--- config.mk ---
export PLATFORM = sky130hd
export DESIGN_NAME = spi_byte_master
export DESIGN_NICKNAME = d
export VERILOG_FILES = /design/src/rtl/spi_eng_pkg.sv /design/src/rtl/spi_half_tick.sv /design/src/rtl/spi_bit_shifter.sv /design/src/rtl/spi_byte_master.sv
export SDC_FILE = /design/constraint.sdc
export NUM_CORES = 1
export LEC_CHECK = 0
export BUFFER_PORTS_ARGS = -buffer_cell sky130_fd_sc_hd__clkbuf_2
export CORE_ASPECT_RATIO = 1.5
export CORE_MARGIN = 2
export CORE_UTILIZATION = 55
export CTS_CLUSTER_DIAMETER = 60
export DETAILED_ROUTE_END_ITERATION = 10
export PLACE_DENSITY_LB_ADDON = 0.05
export SLEW_MARGIN = 15
export SYNTH_ARGS = -nofsm -noshare
export SYNTH_HDL_FRONTEND = slang
export SYNTH_SLANG_ARGS = --single-unit
--- constraint.sdc ---
create_clock -name clk -period 3.8 [get_ports clk]
set_input_delay 0.38 -clock clk [delete_from_list [all_inputs] [get_ports clk]]
set_output_delay 0.38 -clock clk [all_outputs]
set_load 0.05 [all_outputs]
--- src/rtl/spi_eng_pkg.sv ---
package spi_eng_pkg;

    typedef enum logic [2:0] {
        ST_IDLE,
        ST_LEAD,
        ST_SHIFT,
        ST_TRAIL,
        ST_GAP
    } eng_state_t;

    // Configuration word field positions
    localparam int CFG_W       = 15;
    localparam int CFG_MASTER  = 0;
    localparam int CFG_CPOL    = 1;
    localparam int CFG_CPHA    = 2;
    localparam int CFG_DIV_LSB = 3;
    localparam int CFG_CS_LSB  = 10;
    localparam int CFG_MANCS   = 14;

endpackage

--- src/rtl/spi_half_tick.sv ---
module spi_half_tick #(
    parameter int DIV_W = 3
) (
    input  logic             clk,
    input  logic             rst_n,
    input  logic             run,
    input  logic [DIV_W-1:0] div,
    output logic             tick
);
    localparam int CNT_W = (1 << DIV_W) - 1;

    logic [DIV_W-1:0] div_eff;
    logic [CNT_W-1:0] lim;
    logic [CNT_W-1:0] cnt_q;

    assign div_eff = (div == '0) ? DIV_W'(1) : div;
    assign lim     = ~({CNT_W{1'b1}} << div_eff);
    assign tick    = run && (cnt_q == lim);

    always_ff @(posedge clk or negedge rst_n) begin
        if (!rst_n)
            cnt_q <= '0;
        else if (!run)
            cnt_q <= '0;
        else if (tick)
            cnt_q <= '0;
        else
            cnt_q <= cnt_q + 1'b1;
    end

    // Half-period of at least two cycles: ticks never come back to back
    assert_tick_spacing_R1: assert property (@(posedge clk) disable iff (!rst_n)
        tick |=> !tick);

endmodule

--- src/rtl/spi_bit_shifter.sv ---
module spi_bit_shifter #(
    parameter int DATA_W = 8
) (
    input  logic              clk,
    input  logic              rst_n,
    input  logic              load,
    input  logic [DATA_W-1:0] load_data,
    input  logic              cpol,
    input  logic              cpha,
    input  logic              shift_en,
    input  logic              tick,
    input  logic              miso,
    output logic              sclk,
    output logic              mosi,
    output logic              done,
    output logic [DATA_W-1:0] rx_word
);
    localparam int ECW = $clog2(2 * DATA_W);
    localparam logic [ECW-1:0] LAST = ECW'(2 * DATA_W - 1);

    logic              sclk_q;
    logic              mosi_q;
    logic [ECW-1:0]    ecnt_q;
    logic [DATA_W-1:0] txs_q;
    logic [DATA_W-1:0] rxs_q;
    logic              samp_edge;
    logic              drive_edge;

    assign samp_edge  = (ecnt_q[0] == cpha);
    assign drive_edge = (ecnt_q[0] != cpha) && !(!cpha && ecnt_q == LAST);
    assign done       = shift_en && tick && (ecnt_q == LAST);
    assign rx_word    = cpha ? {rxs_q[DATA_W-2:0], miso} : rxs_q;
    assign sclk       = sclk_q;
    assign mosi       = mosi_q;

    always_ff @(posedge clk or negedge rst_n) begin
        if (!rst_n) begin
            sclk_q <= 1'b0;
            mosi_q <= 1'b0;
            ecnt_q <= '0;
            txs_q  <= '0;
            rxs_q  <= '0;
        end else begin
            if (!shift_en) begin
                sclk_q <= cpol;
                ecnt_q <= '0;
            end else if (tick) begin
                sclk_q <= ~sclk_q;
                ecnt_q <= ecnt_q + 1'b1;
            end
            if (load) begin
                if (!cpha) begin
                    mosi_q <= load_data[DATA_W-1];
                    txs_q  <= load_data << 1;
                end else begin
                    txs_q  <= load_data;
                end
            end else if (shift_en && tick) begin
                if (samp_edge)
                    rxs_q <= {rxs_q[DATA_W-2:0], miso};
                if (drive_edge) begin
                    mosi_q <= txs_q[DATA_W-1];
                    txs_q  <= txs_q << 1;
                end
            end
        end
    end

    // Outside ticks the serial clock holds its level while a byte shifts
    assert_sclk_on_tick_R1: assert property (@(posedge clk) disable iff (!rst_n)
        (shift_en && !tick) |=> $stable(sclk_q));

    // After the sixteenth edge the clock rests at its idle level
    assert_sclk_rests_R2: assert property (@(posedge clk) disable iff (!rst_n)
        done |=> (sclk_q == $past(cpol)));

endmodule

--- src/rtl/spi_byte_master.sv ---
module spi_byte_master
    import spi_eng_pkg::*;
#(
    parameter int DATA_W = 8,
    parameter int DLY_W  = 8,
    parameter int DIV_W  = 3,
    parameter int N_CS   = 4
) (
    input  logic                  clk,
    input  logic                  rst_n,
    input  logic                  en,
    input  logic [CFG_W-1:0]      cfg_word,
    input  logic [3*DLY_W-1:0]    dly_word,
    input  logic [DATA_W-1:0]     tx_data,
    input  logic                  tx_valid,
    output logic                  tx_ready,
    output logic [DATA_W-1:0]     rx_data,
    output logic                  rx_valid,
    input  logic                  rx_ready,
    output logic                  rx_lost,
    output logic                  tx_underflow,
    output logic                  sclk,
    output logic                  mosi,
    input  logic                  miso,
    output logic [N_CS-1:0]       cs_n
);
    localparam int DCW = DLY_W + 1;

    eng_state_t        state_q, state_d;
    logic              active, manual, cpol, cpha;
    logic [N_CS-1:0]   cs_field;
    logic [DIV_W-1:0]  div;
    logic [DLY_W-1:0]  dly_lead, dly_after, dly_gap;
    logic [DCW-1:0]    dcnt_q;
    logic              dzero, tick, done, accept, word_end;
    logic              rx_valid_q, uf_q;
    logic [DATA_W-1:0] rx_data_q, rx_word;

    assign active    = en && cfg_word[CFG_MASTER];
    assign manual    = cfg_word[CFG_MANCS];
    assign cpol      = cfg_word[CFG_CPOL];
    assign cpha      = cfg_word[CFG_CPHA];
    assign cs_field  = cfg_word[CFG_CS_LSB +: N_CS];
    assign div       = cfg_word[CFG_DIV_LSB +: DIV_W];
    assign dly_lead  = dly_word[0 +: DLY_W];
    assign dly_after = dly_word[DLY_W +: DLY_W];
    assign dly_gap   = dly_word[2*DLY_W +: DLY_W];
    assign dzero     = (dcnt_q == '0);
    assign accept    = tx_valid && tx_ready;

    spi_half_tick #(.DIV_W(DIV_W)) u_tick (
        .clk   (clk),
        .rst_n (rst_n),
        .run   (state_q != ST_IDLE),
        .div   (div),
        .tick  (tick)
    );

    spi_bit_shifter #(.DATA_W(DATA_W)) u_shift (
        .clk       (clk),
        .rst_n     (rst_n),
        .load      (accept),
        .load_data (tx_data),
        .cpol      (cpol),
        .cpha      (cpha),
        .shift_en  (state_q == ST_SHIFT),
        .tick      (tick),
        .miso      (miso),
        .sclk      (sclk),
        .mosi      (mosi),
        .done      (done),
        .rx_word   (rx_word)
    );

    // Next-state logic
    always_comb begin
        state_d = state_q;
        unique case (state_q)
            ST_IDLE:
                if (accept)
                    state_d = (dly_lead != '0) ? ST_LEAD : ST_SHIFT;
            ST_LEAD:
                if (tick && dzero)
                    state_d = ST_SHIFT;
            ST_SHIFT:
                if (done)
                    state_d = (dly_after != '0) ? ST_TRAIL :
                              (dly_gap   != '0) ? ST_GAP   : ST_IDLE;
            ST_TRAIL:
                if (tick && dzero)
                    state_d = (dly_gap != '0) ? ST_GAP : ST_IDLE;
            ST_GAP:
                if (tick && dzero)
                    state_d = ST_IDLE;
            default:
                state_d = ST_IDLE;
        endcase
        if (!active)
            state_d = ST_IDLE;
    end

    assign word_end = active && (state_d == ST_IDLE) &&
                      (state_q == ST_SHIFT || state_q == ST_TRAIL || state_q == ST_GAP);

    // State register and per-state delay counter
    always_ff @(posedge clk or negedge rst_n) begin
        if (!rst_n) begin
            state_q <= ST_IDLE;
            dcnt_q  <= '0;
        end else begin
            state_q <= state_d;
            if (state_d != state_q) begin
                unique case (state_d)
                    ST_LEAD:  dcnt_q <= {dly_lead,  1'b0} - 1'b1;
                    ST_TRAIL: dcnt_q <= {dly_after, 1'b0} - 1'b1;
                    ST_GAP:   dcnt_q <= {dly_gap,   1'b0} - 1'b1;
                    default:  dcnt_q <= '0;
                endcase
            end else if (tick && !dzero) begin
                dcnt_q <= dcnt_q - 1'b1;
            end
        end
    end

    // Receive push and underflow pulse
    always_ff @(posedge clk or negedge rst_n) begin
        if (!rst_n) begin
            rx_valid_q <= 1'b0;
            rx_data_q  <= '0;
            uf_q       <= 1'b0;
        end else begin
            rx_valid_q <= done && active;
            if (done)
                rx_data_q <= rx_word;
            uf_q <= word_end && manual && (cs_field != '1) && !tx_valid;
        end
    end

    // Output decode
    always_comb begin
        tx_ready = active && (state_q == ST_IDLE);
        cs_n     = '1;
        if (active) begin
            if (manual)
                cs_n = cs_field;
            else if (state_q == ST_LEAD || state_q == ST_SHIFT || state_q == ST_TRAIL)
                cs_n = cs_field;
        end
    end

    assign rx_valid     = rx_valid_q;
    assign rx_data      = rx_data_q;
    assign rx_lost      = rx_valid_q && !rx_ready;
    assign tx_underflow = uf_q;

    assert_rx_single_pulse_R3: assert property (@(posedge clk) disable iff (!rst_n)
        rx_valid |=> !rx_valid);

    assert_idle_when_off_R4: assert property (@(posedge clk) disable iff (!rst_n)
        !active |=> (state_q == ST_IDLE));

    assert_abort_no_push_R12: assert property (@(posedge clk) disable iff (!rst_n)
        !active |=> !rx_valid);

    assert_underflow_manual_R11: assert property (@(posedge clk) disable iff (!rst_n)
        tx_underflow |-> $past(manual));

endmodule

; Yosys cells after proc, flatten, opt, wreduce, memory -nomap -nowiden
; Cells that the tools add are included.
[op_classes]
n_addsub = 6
n_eq_ne = 15
shifts = 1
muxes = 32
bitwise_logic = 3
reduce_logical = 40
[ops]
columns = operator, n
row1 = 8-bit 2-to-1 mux, 5
row2 = "9-bit by 1-bit subtractor with 9-bit output, second input constant", 4
row3 = 3-bit 2-to-1 mux, 9
row4 = 9-bit case mux with 3 select lines, 1
row5 = 8-bit nonzero test, 3
row6 = 4-bit 2-to-1 mux, 5
row7 = 9-bit 2-to-1 mux, 2
row8 = 1-bit logical AND, 17
row9 = 3-bit case mux with 5 select lines, 1
row10 = 7-bit 2-to-1 mux, 2
row11 = "3-bit by 2-bit equality test with 1-bit output, second input constant", 3
row12 = 3-bit logical NOT, 3
row13 = 9-bit logical NOT, 1
row14 = "7-bit by 1-bit adder with 7-bit output, second input constant", 1
row15 = 7-bit equality test, 1
row16 = 7-bit NOT, 1
row17 = "7-bit by 3-bit left shift with 7-bit output, first input constant", 1
row18 = "3-bit by 1-bit equality test with 1-bit output, second input constant", 2
row19 = "3-bit equality test, second input constant", 2
row20 = 1-bit 2-to-1 mux, 6
row21 = 3-bit AND reduction, 2
row22 = 2-bit nonzero test, 3
row23 = 1-bit logical NOT, 5
row24 = "4-bit by 1-bit adder with 4-bit output, second input constant", 1
row25 = other kinds (11), 16
[totals]
regBits = 51
in_bits = 53
out_inout_bits = 18
wordCells = 108

; Longest topological paths before layout
; Gate-level depths: netlist of the first run.
[logic_depth]
depth_word = 17
mapped_depth = 12
ltp_nobuf = 11

; By module
; Synthesis of the first run repeated with hierarchy kept, for this count alone.
[unflattened]
hier_cells = 386
hier_area_um2 = 3776.1
[modules_own_cells]
columns = module, instances, cells_per_inst, area_each_um2, seq_area_each_um2
row1 = spi_byte_master, 1, 233, 2006.9, 550.5
row2 = spi_bit_shifter, 1, 104, 1252.5, 550.5
row3 = spi_half_tick, 1, 49, 516.7, 175.2

; Least setup slack after synthesis of the first run
; Ideal clock, no wire load.
[synth_timing]
kind = input-to-reg
from = input port cfg_word[5]
to = register dcnt_q[7]
setup_ns = 0.126
arrival_time_ns = 2.695
t_required_ns = 3.674
setup_slack_ns = 0.979
stages = 9
path_buffers = 1
cell_sequence = nor2b_1 -> o221a_1 -> or4_4 -> o31ai_4 -> a31oi_4 -> a31o_4 -> a211o_4 -> buf_6 -> o311a_1
[synth_via]
elab_chain_len = 14
word_cells_on_any_way = 23
classes_between = 5 x eq/ne / 1 x shift / 9 x mux / 1 x bitwise / 7 x reduce/logical
[synth_rtl]
columns = element, line
row1 = start: declaration, spi_byte_master.sv:12  ; input logic [CFG_W-1:0] cfg_word,
row2 = 3-bit logical NOT, spi_half_tick.sv:16  ; assign div_eff = (div == '0) ? DIV_W'(1) : div;
row3 = 3-bit 2-to-1 mux *, spi_half_tick.sv:16
row4 = 7-bit by 3-bit left shift with 7-bit output *, spi_half_tick.sv:17  ; assign lim = ~({CNT_W{1'b1}} << div_eff);
row5 = 7-bit NOT *, spi_half_tick.sv:17
row6 = 7-bit equality test *, spi_half_tick.sv:18  ; assign tick = run && (cnt_q == lim);
row7 = 1-bit logical AND *, spi_half_tick.sv:18
row8 = 1-bit logical AND (2 in series), spi_bit_shifter.sv:31  ; assign done = shift_en && tick && (ecnt_q == LAST);
row9 = 3-bit 2-to-1 mux, spi_byte_master.sv:86  ; if (done)
row10 = 3-bit case mux with 5 select lines *, spi_byte_master.sv:78  ; unique case (state_q)
row11 = 3-bit 2-to-1 mux *, spi_byte_master.sv:98  ; if (!active)
row12 = net state_d[0], spi_byte_master.sv:29  ; eng_state_t state_q, state_d;
row13 = 3-bit equality test (tied with other cells), spi_byte_master.sv:113  ; unique case (state_d)
row14 = 9-bit case mux with 3 select lines, spi_byte_master.sv:113
row15 = 9-bit 2-to-1 mux, spi_byte_master.sv:112  ; if (state_d != state_q) begin
row16 = end signal: assignment, spi_byte_master.sv:114  ; ST_LEAD: dcnt_q <= {dly_lead, 1'b0} - 1'b1;
row17 = end signal: assignment, spi_byte_master.sv:115  ; ST_TRAIL: dcnt_q <= {dly_after, 1'b0} - 1'b1;
row18 = end signal: assignment, spi_byte_master.sv:116  ; ST_GAP: dcnt_q <= {dly_gap, 1'b0} - 1'b1;
row19 = end: declaration, spi_byte_master.sv:34  ; logic [DCW-1:0] dcnt_q;
; The timed path passes the listed nets; every way through them passes the cells marked *.
; A chain may end at the register's enable or synchronous reset.

; Worst setup path after layout of the first run
[layout_timing]
from = register u_tick.cnt_q[2]
to = register dcnt_q[4]
[layout_via]
elab_chain_len = 10
word_cells_on_any_way = 19
classes_between = 5 x eq/ne / 8 x mux / 6 x reduce/logical
[layout_rtl]
columns = element, line
row1 = start: declaration, spi_half_tick.sv:14  ; logic [CNT_W-1:0] cnt_q;
row2 = start signal: assignment, spi_half_tick.sv:28  ; cnt_q <= cnt_q + 1'b1;
row3 = 7-bit equality test *, spi_half_tick.sv:18
row4 = 1-bit logical AND *, spi_half_tick.sv:18
row5 = 1-bit logical AND (2 in series), spi_bit_shifter.sv:31
row6 = 3-bit 2-to-1 mux, spi_byte_master.sv:86
row7 = 3-bit case mux with 5 select lines *, spi_byte_master.sv:78
row8 = 3-bit 2-to-1 mux *, spi_byte_master.sv:98
row9 = net state_d[0], spi_byte_master.sv:29
row10 = 3-bit equality test (tied with other cells), spi_byte_master.sv:113
row11 = 9-bit case mux with 3 select lines, spi_byte_master.sv:113
row12 = 9-bit 2-to-1 mux, spi_byte_master.sv:112
; Marks and branches as above.

==> results of run 1 <==
-- cells in the mapped netlist (7+ instances only) --
cell type  number
nand3_1        12
o22ai_1         7
a21oi_1        14
xor2_1         11
dfrtp_1        51
clkbuf_1        8
xnor2_1        18
mux2_2          9
nor2_1         42
inv_1          15
nand2_1        42
o21ai_0        20
nor3_1         20
ha_1            8
mux2i_1        17
and3_1          7
-- critical path: stages (launching register included) --
cell and delay [ns]:
dfrtp_1 0.52, nand2_1 0.10, o221a_1 0.25, or4_4 0.59, o31ai_4 0.30, a31oi_4 0.16
a31o_4 0.27, a211o_4 0.41, a31o_1 0.21, a211oi_1 0.21
-- per-stage QoR --
stage          hold WS, ns  cell area (sq um)
2_1_floorplan      0.08441               3440
3_3_place_gp        0.4614               3862
3_5_place_dp        0.4694               3862
4_1_cts             0.2460               3960
5_1_grt             0.2665               3960
6_report            0.1757               3960
-- power by group through the flow --
stage | combinational (mW) | sequential, mW | clock [mW]
global route | 0.326 | 0.631 | 0.380
global placement | 0.279 | 0.634 | 0
finish | 0.288 | 0.625 | 0.345
detailed placement | 0.288 | 0.636 | 0
CTS | 0.290 | 0.625 | 0.349
floorplan | 0.182 | 0.637 | 0
-- area by class of cell --
class | count | area, sq um | share of cell area
Clock buffer | 5 | 68.82 | 0.01738
Clock inverter | 3 | 28.78 | 0.007267
Inverter | 15 | 56.30 | 0.01422
Multi-Input combinational cell | 312 | 2054 | 0.5188
Sequential cell | 51 | 1276 | 0.3223
Tap cell | 74 | 92.59 | 0.02338
Timing Repair Buffer | 73 | 382.9 | 0.09668
-- cells by family (layout without fill, tap and decap cells) --
| family | Yosys count | after routing | share of synthesized area |
|---|---|---|---|
| AND/OR/NAND/NOR | 160 | 160 | 0.2237 |
| multiplexers | 26 | 26 | 0.07894 |
| adder cells (fa/ha/maj) | 8 | 8 | 0.02910 |
| buffers and inverters | 26 | 96 | 0.03165 |
| flip-flops | 51 | 51 | 0.3710 |
| XOR/XNOR | 29 | 29 | 0.07384 |
| AO/OA/AOI/OAI | 89 | 89 | 0.1917 |
-- per-layer routing --
layer  track usage  share of wire
met4        0.1446          0.047
met1        0.2828           0.37
met3       0.02905          0.045
met5             0              0
met2        0.4689           0.53
-- placed cells by master, fill, tap and decap left out, types with 3 or more instances in the layout --
cell type  count
a21oi_1       14
a2bb2oi_1      3
a31oi_1        5
and3_1         7
buf_4          7
clkbuf_2      65
clkbuf_8       5
dfrtp_1       51
ha_1           8
inv_1         15
mux2_2         9
mux2i_1       17
nand2_1       42
nand2b_1       6
nand3_1       12
nand4_1        5
nor2_1        42
nor3_1        20
nor3b_1        5
nor4_1         6
o211ai_1       5
o21ai_0       20
o22a_1         3
o22ai_1        7
o31ai_1        3
or2_2          6
xnor2_1       18
xor2_1        11
-- worst max path at each step --
stage	startpoint	end	slack (ns)	cells past startpoint
2_1_floorplan	cfg_word[5]	dcnt_q[7]	0.98	9
3_3_place_gp	cfg_word[5]	dcnt_q[3]	0.71	10
3_5_place_dp	cfg_word[5]	dcnt_q[3]	0.68	10
4_1_cts	u_tick.cnt_q[2]	dcnt_q[4]	0.73	9
5_1_grt	u_tick.cnt_q[2]	dcnt_q[3]	0.58	9
6_report	u_tick.cnt_q[2]	dcnt_q[4]	0.68	9
-- flip-flops by register name, indices dropped and copies added (netlist names), 3 cells and up --
name            count
u_shift.ecnt_q      4
state_q             3
dcnt_q              9
u_shift.txs_q       8
u_tick.cnt_q        7
rx_data             8
u_shift.rxs_q       8
==> summary.txt, run 1 <==
Critical path
  • RR Endpoint: dcnt_q[4]
  • CP Max Fanout: 14
  • Reg2reg path depth: 9
  • Worst EP required: between 4 and 5 ns
  • CP Launch Type: flip-flop
  • CP Capture Type: flip-flop
  • Crit Path Category: flip-flop to flip-flop
  • CP arrival: ~3.4 ns
  • Worst flop-to-flop path startpoint: u_tick.cnt_q[2]
  • R2r setup slk: 0.68 ns

Floorplan
  • Rows: 35
  • Die Wd: roughly 70 um
  • Die H: slightly above 100 um
  • Floorplan core area: 0.006087 sq mm
  • Boundary Pins: 71
  • Initial cell density of the core: 0.5651
  • Die area: 0.006915 sq mm

Power
  • Leak pwr: 1.845 nW
  • Net Switching: 0.4142 mW
  • P_int: ~0.84 mW
  • Sw frac: 0.3294
  • Clock Power Share: 0.274
  • PwrDens: 317.6 mW/mm^2
  • Pwr Total: around 1.3 mW
  • Sequential Power Share: 0.497
  • VDD IR max: 0.2947 mV
  • Logic pwr share: 0.229

Placement
  • GPL Wtd Cong: 0.9376
  • Port Buffers: 66
  • Worst slack at placement: 0.6808 ns
  • Placed insts: roughly 530
  • Post-DP HPWL: 6.455 mm

CTS
  • TritonCTS buffer count: 5
  • Sink Count: 51
  • CTS tree: yes
  • Cts-stage hold buffer count: 0
  • Root buf cell: clkbuf_8
  • Worst-path clk slew: 0.10 ns
  • Worst skew pair latency: 0.33 ns
  • Postcts setup bufs: 0
  • # resized after CTS: 0
  • CTS Buffer Depth: 2
  • Htree depth: 2

STA
  • F_max: 320.4 MHz
  • Clock Skew: approximately 0.016 ns
  • Final count of pins violating max slew: 0
  • Least-Margin Pin Slew: 1.056 ns
  • Final hold vios: 0
  • Setup-failing EPs final: 0
  • Unrepaired setup endpoints after global routing: false
  • Final period util: 0.8214
  • Setup WS post-layout: 0.6787 ns
  • Sum Neg Setup Slack: 0 ns
  • Min cycle time layout: between 3 and 4 ns
  • Relative slew slack: 0.2963

Global route
  • Pin count of the biggest net entering global routing: 42
  • Vias in the first global route: 3106
  • Initial antenna violation count: 0
  • Gr usage total: 0.2602
  • First-pass GRT wire length: 13.65 mm
  • Grt total ovfl: 0

Drt
  • Wire per inst: 15.42 um
  • DR DRC count: 0
  • First drt pass iteration count: 4
  • Post-route ant nets: 0
  • Detailed Route Iter0 Violations: approximately 150
  • Vias/cell: 5.961
  • Vias: 3177
  • Total Routed Length: 8.220 mm

Logic synthesis
  • Post-Syn Instances: 389
  • Post-synthesis sequential area ratio: 0.3710
  • Post-synth top flop: dfrtp_1
  • Post-synthesis average cell area: 8.842 sq um
  • Fraction of synthesis flops using an asynchronous set or reset pin: 1.000
  • Yosys top cell area share: 0.3710
  • Yosys reg bits: 51
  • Number of flops mapped to enable cells by yosys: 0
  • Synthesized area: 0.003440 sq mm
  • Area leader, netlist: dfrtp_1
  • Post-synthesis cell type count: 61
  • Area contributors post-synth: dfrtp_1 37%, mux2i_1 4.9%, nand2_1 4.6%, nor2_1 4.6%, xnor2_1 4.6%
  • Syn_nets: 450
  • Warnings from Yosys: 0

Cells and area
  • Fin cells: 533
  • Proportion of layout cells with a drive suffix above 1: 0.2244
  • Fin util: 0.6506
  • FILL cells: just over 500
  • Area delta synth->final: 15.13%
  • Ant diodes: 0
  • Nets: 519

Min path
  • Hold Path Class: input pin to async pin

Status
  • Status: completed

Run
  • Number of max-cap violations: 0
Power figures use the tool's default switching activity.
==> inputs of run 2 (changes only) <==
==> constraint.sdc (replaced) <==
create_clock -name clk -period 3.2 [get_ports clk]
set_input_delay 0.32 -clock clk [delete_from_list [all_inputs] [get_ports clk]]
set_output_delay 0.32 -clock clk [all_outputs]
set_load 0.05 [all_outputs]
==> summary.txt, run 2 (synthesis gave the netlist of run 1 again) <==
Run
  • Number of max-cap violations: 0

STA
  • Hold Worst Slack: about 0.057 ns
  • Sum Neg Setup Slack: 0 ns
  • Final hold vios: 0
  • Unrepaired setup endpoints after global routing: false
  • Final period util: 0.9544
  • Setup-failing EPs final: 0
  • Least-Margin Pin Slew: 0.7455 ns
  • Final count of pins violating max slew: 0
  • Relative slew slack: 0.5030
  • Min cycle time layout: 3.054 ns
  • Clock Skew: 0.009326 ns
  • F_max: 327.4 MHz

Cells and area
  • FILL cells: about 540
  • Area delta synth->final: 17.24%
  • Most flop-heavy register: dcnt_q
  • Largest register FFs: 9
  • Commonest cells after routing, fill and taps aside: 66 x clkbuf_2, 51 x dfrtp_1, 42 x nand2_1, 42 x nor2_1
  • Proportion of layout cells with a drive suffix above 1: 0.2415
  • Most common cell after layout, fill and taps aside: clkbuf_2
  • Fin util: 0.6625
  • Ant diodes: 0
  • Nets: around 530

Critical path
  • Slowest stage cell, crit path: or4_4
  • Crit-path cells: inv_1 > o221a_1 > or4_4 > o31ai_4 > a31oi_4 > a31o_4 > a211o_4 > a31o_1 > a211oi_1
  • Bufs and invs on worst path: 1
  • CP Max Fanout: 14
  • CP max stage delay: 0.59 ns
  • CP Launch Type: flip-flop
  • Critical path's top delay family: compound AO/OA/AOI/OAI gates
  • Crit Path Category: flip-flop to flip-flop
  • CP arrival: 3.27 ns
  • Worst EP required: 3.42 ns
  • CP Capture Type: flip-flop

Status
  • Status: completed

Floorplan
  • Initial cell density of the core: 0.5651
  • Boundary Pins: around 70
  • Die H: 100.9 um
  • Rows: 35
  • Die area: 0.006915 sq mm
  • Floorplan core area: 0.006087 sq mm
  • Die Wd: 68.57 um

Drt
  • Total Routed Length: 8.284 mm
  • DR DRC count: 0
  • Post-route ant nets: 0
  • Detailed Route Iter0 Violations: 164
  • First drt pass iteration count: 4
  • Vias: 3178
  • Wire per inst: approximately 15 um
  • Vias/cell: approximately 5.9

CTS
  • Worst-path clk slew: 0.10 ns
  • CTS Buffer Depth: 2
  • Htree depth: 2
  • Worst skew pair latency: 0.31 ns
  • Root buf cell: clkbuf_8
  • CTS tree: yes
  • Sink Count: 51
  • TritonCTS buffer count: 5
  • Cts-stage hold buffer count: 0

Global route
  • Pin count of the biggest net entering global routing: 31
  • Initial antenna violation count: 0
  • First-pass GRT wire length: around 14 mm
  • Gr usage total: 0.2613
  • Grt total ovfl: 0
  • Vias in the first global route: ~3100

Placement
  • Post-DP HPWL: 6.629 mm
  • GPL Wtd Cong: 0.9235
  • Port Buffers: 66

Min path
  • Hold Path Class: input pin to async pin

Power
  • VDD IR max: approximately 0.29 mV
  • PwrDens: 368.3 mW/mm^2
  • Leak pwr: approximately 1.9 nW
  • Pwr Total: 1.485 mW
run 2: cell count changes in the layout (fill, tap and decap cells not counted):
cell      delta
buf_4        +9
nor3b_2      +1
nor3b_1      -1
clkbuf_2     +1
buf_2        -1
run 2: final timing paths:
check / slack, ns / from / end / cells after the start
min reg2reg: 0.49 / rx_data[5] / rx_data[5] / 2
min: 0.06 / rst_n / u_shift.txs_q[1] / 1
max in group asynchronous: 2.47 / rst_n / u_shift.sclk / 2
max: 0.15 / u_tick.cnt_q[1] / dcnt_q[4] / 9
max reg2reg: 0.15 / u_tick.cnt_q[1] / dcnt_q[4] / 9
min in group clk: 0.25 / cfg_word[1] / u_shift.sclk / 3
run 2: repair_timing:
item,4_1_cts,5_1_grt
hold endpoints to repair,0,0
setup buffers,0,0
resized for setup,0,1
setup endpoints to repair,0,6
run 2: metal layers:
metal	up-vias	track usage	share of wire
met5	-	0	0
met4	0	0.1200	0.040
met3	26	0.03017	0.032
met2	88	0.4837	0.55
met1	1497	0.2824	0.38
li1	1567	-	-
run 2: area by class of cell:
cell class	count	area, sq um	share of cell area
clock buffer	5	68.82	0.01706
clock inverter	3	28.78	0.007136
sequential	51	1276	0.3165
inverter	15	56.30	0.01396
timing repair buffer	82	450.4	0.1117
tap	74	92.59	0.02296
multi-input combinational	312	2059	0.5107
run 2: worst register-to-register path, cell delays in order, from the launching register on:
cell and delay [ns]:
dfrtp_1 0.46, inv_1 0.06, o221a_1 0.28, or4_4 0.59, o31ai_4 0.30, a31oi_4 0.16
a31o_4 0.27, a211o_4 0.41, a31o_1 0.21, a211oi_1 0.21
run 2: stage by stage:
step	std cells	instance area [sq um]	setup slack, ns
floorplan	389	3440	0.3799
global placement	534	3930	0.1868
detailed placement	534	3930	0.1423
CTS	542	4028	0.08648
global route	542	4033	0.02461
finish	542	4033	0.1461
run 2: power breakdown:
group	total [mW]	switching, mW	internal, mW
Combinational	0.350	0.204	0.146
Sequential	0.742	0.0448	0.698
Clock	0.393	0.231	0.162
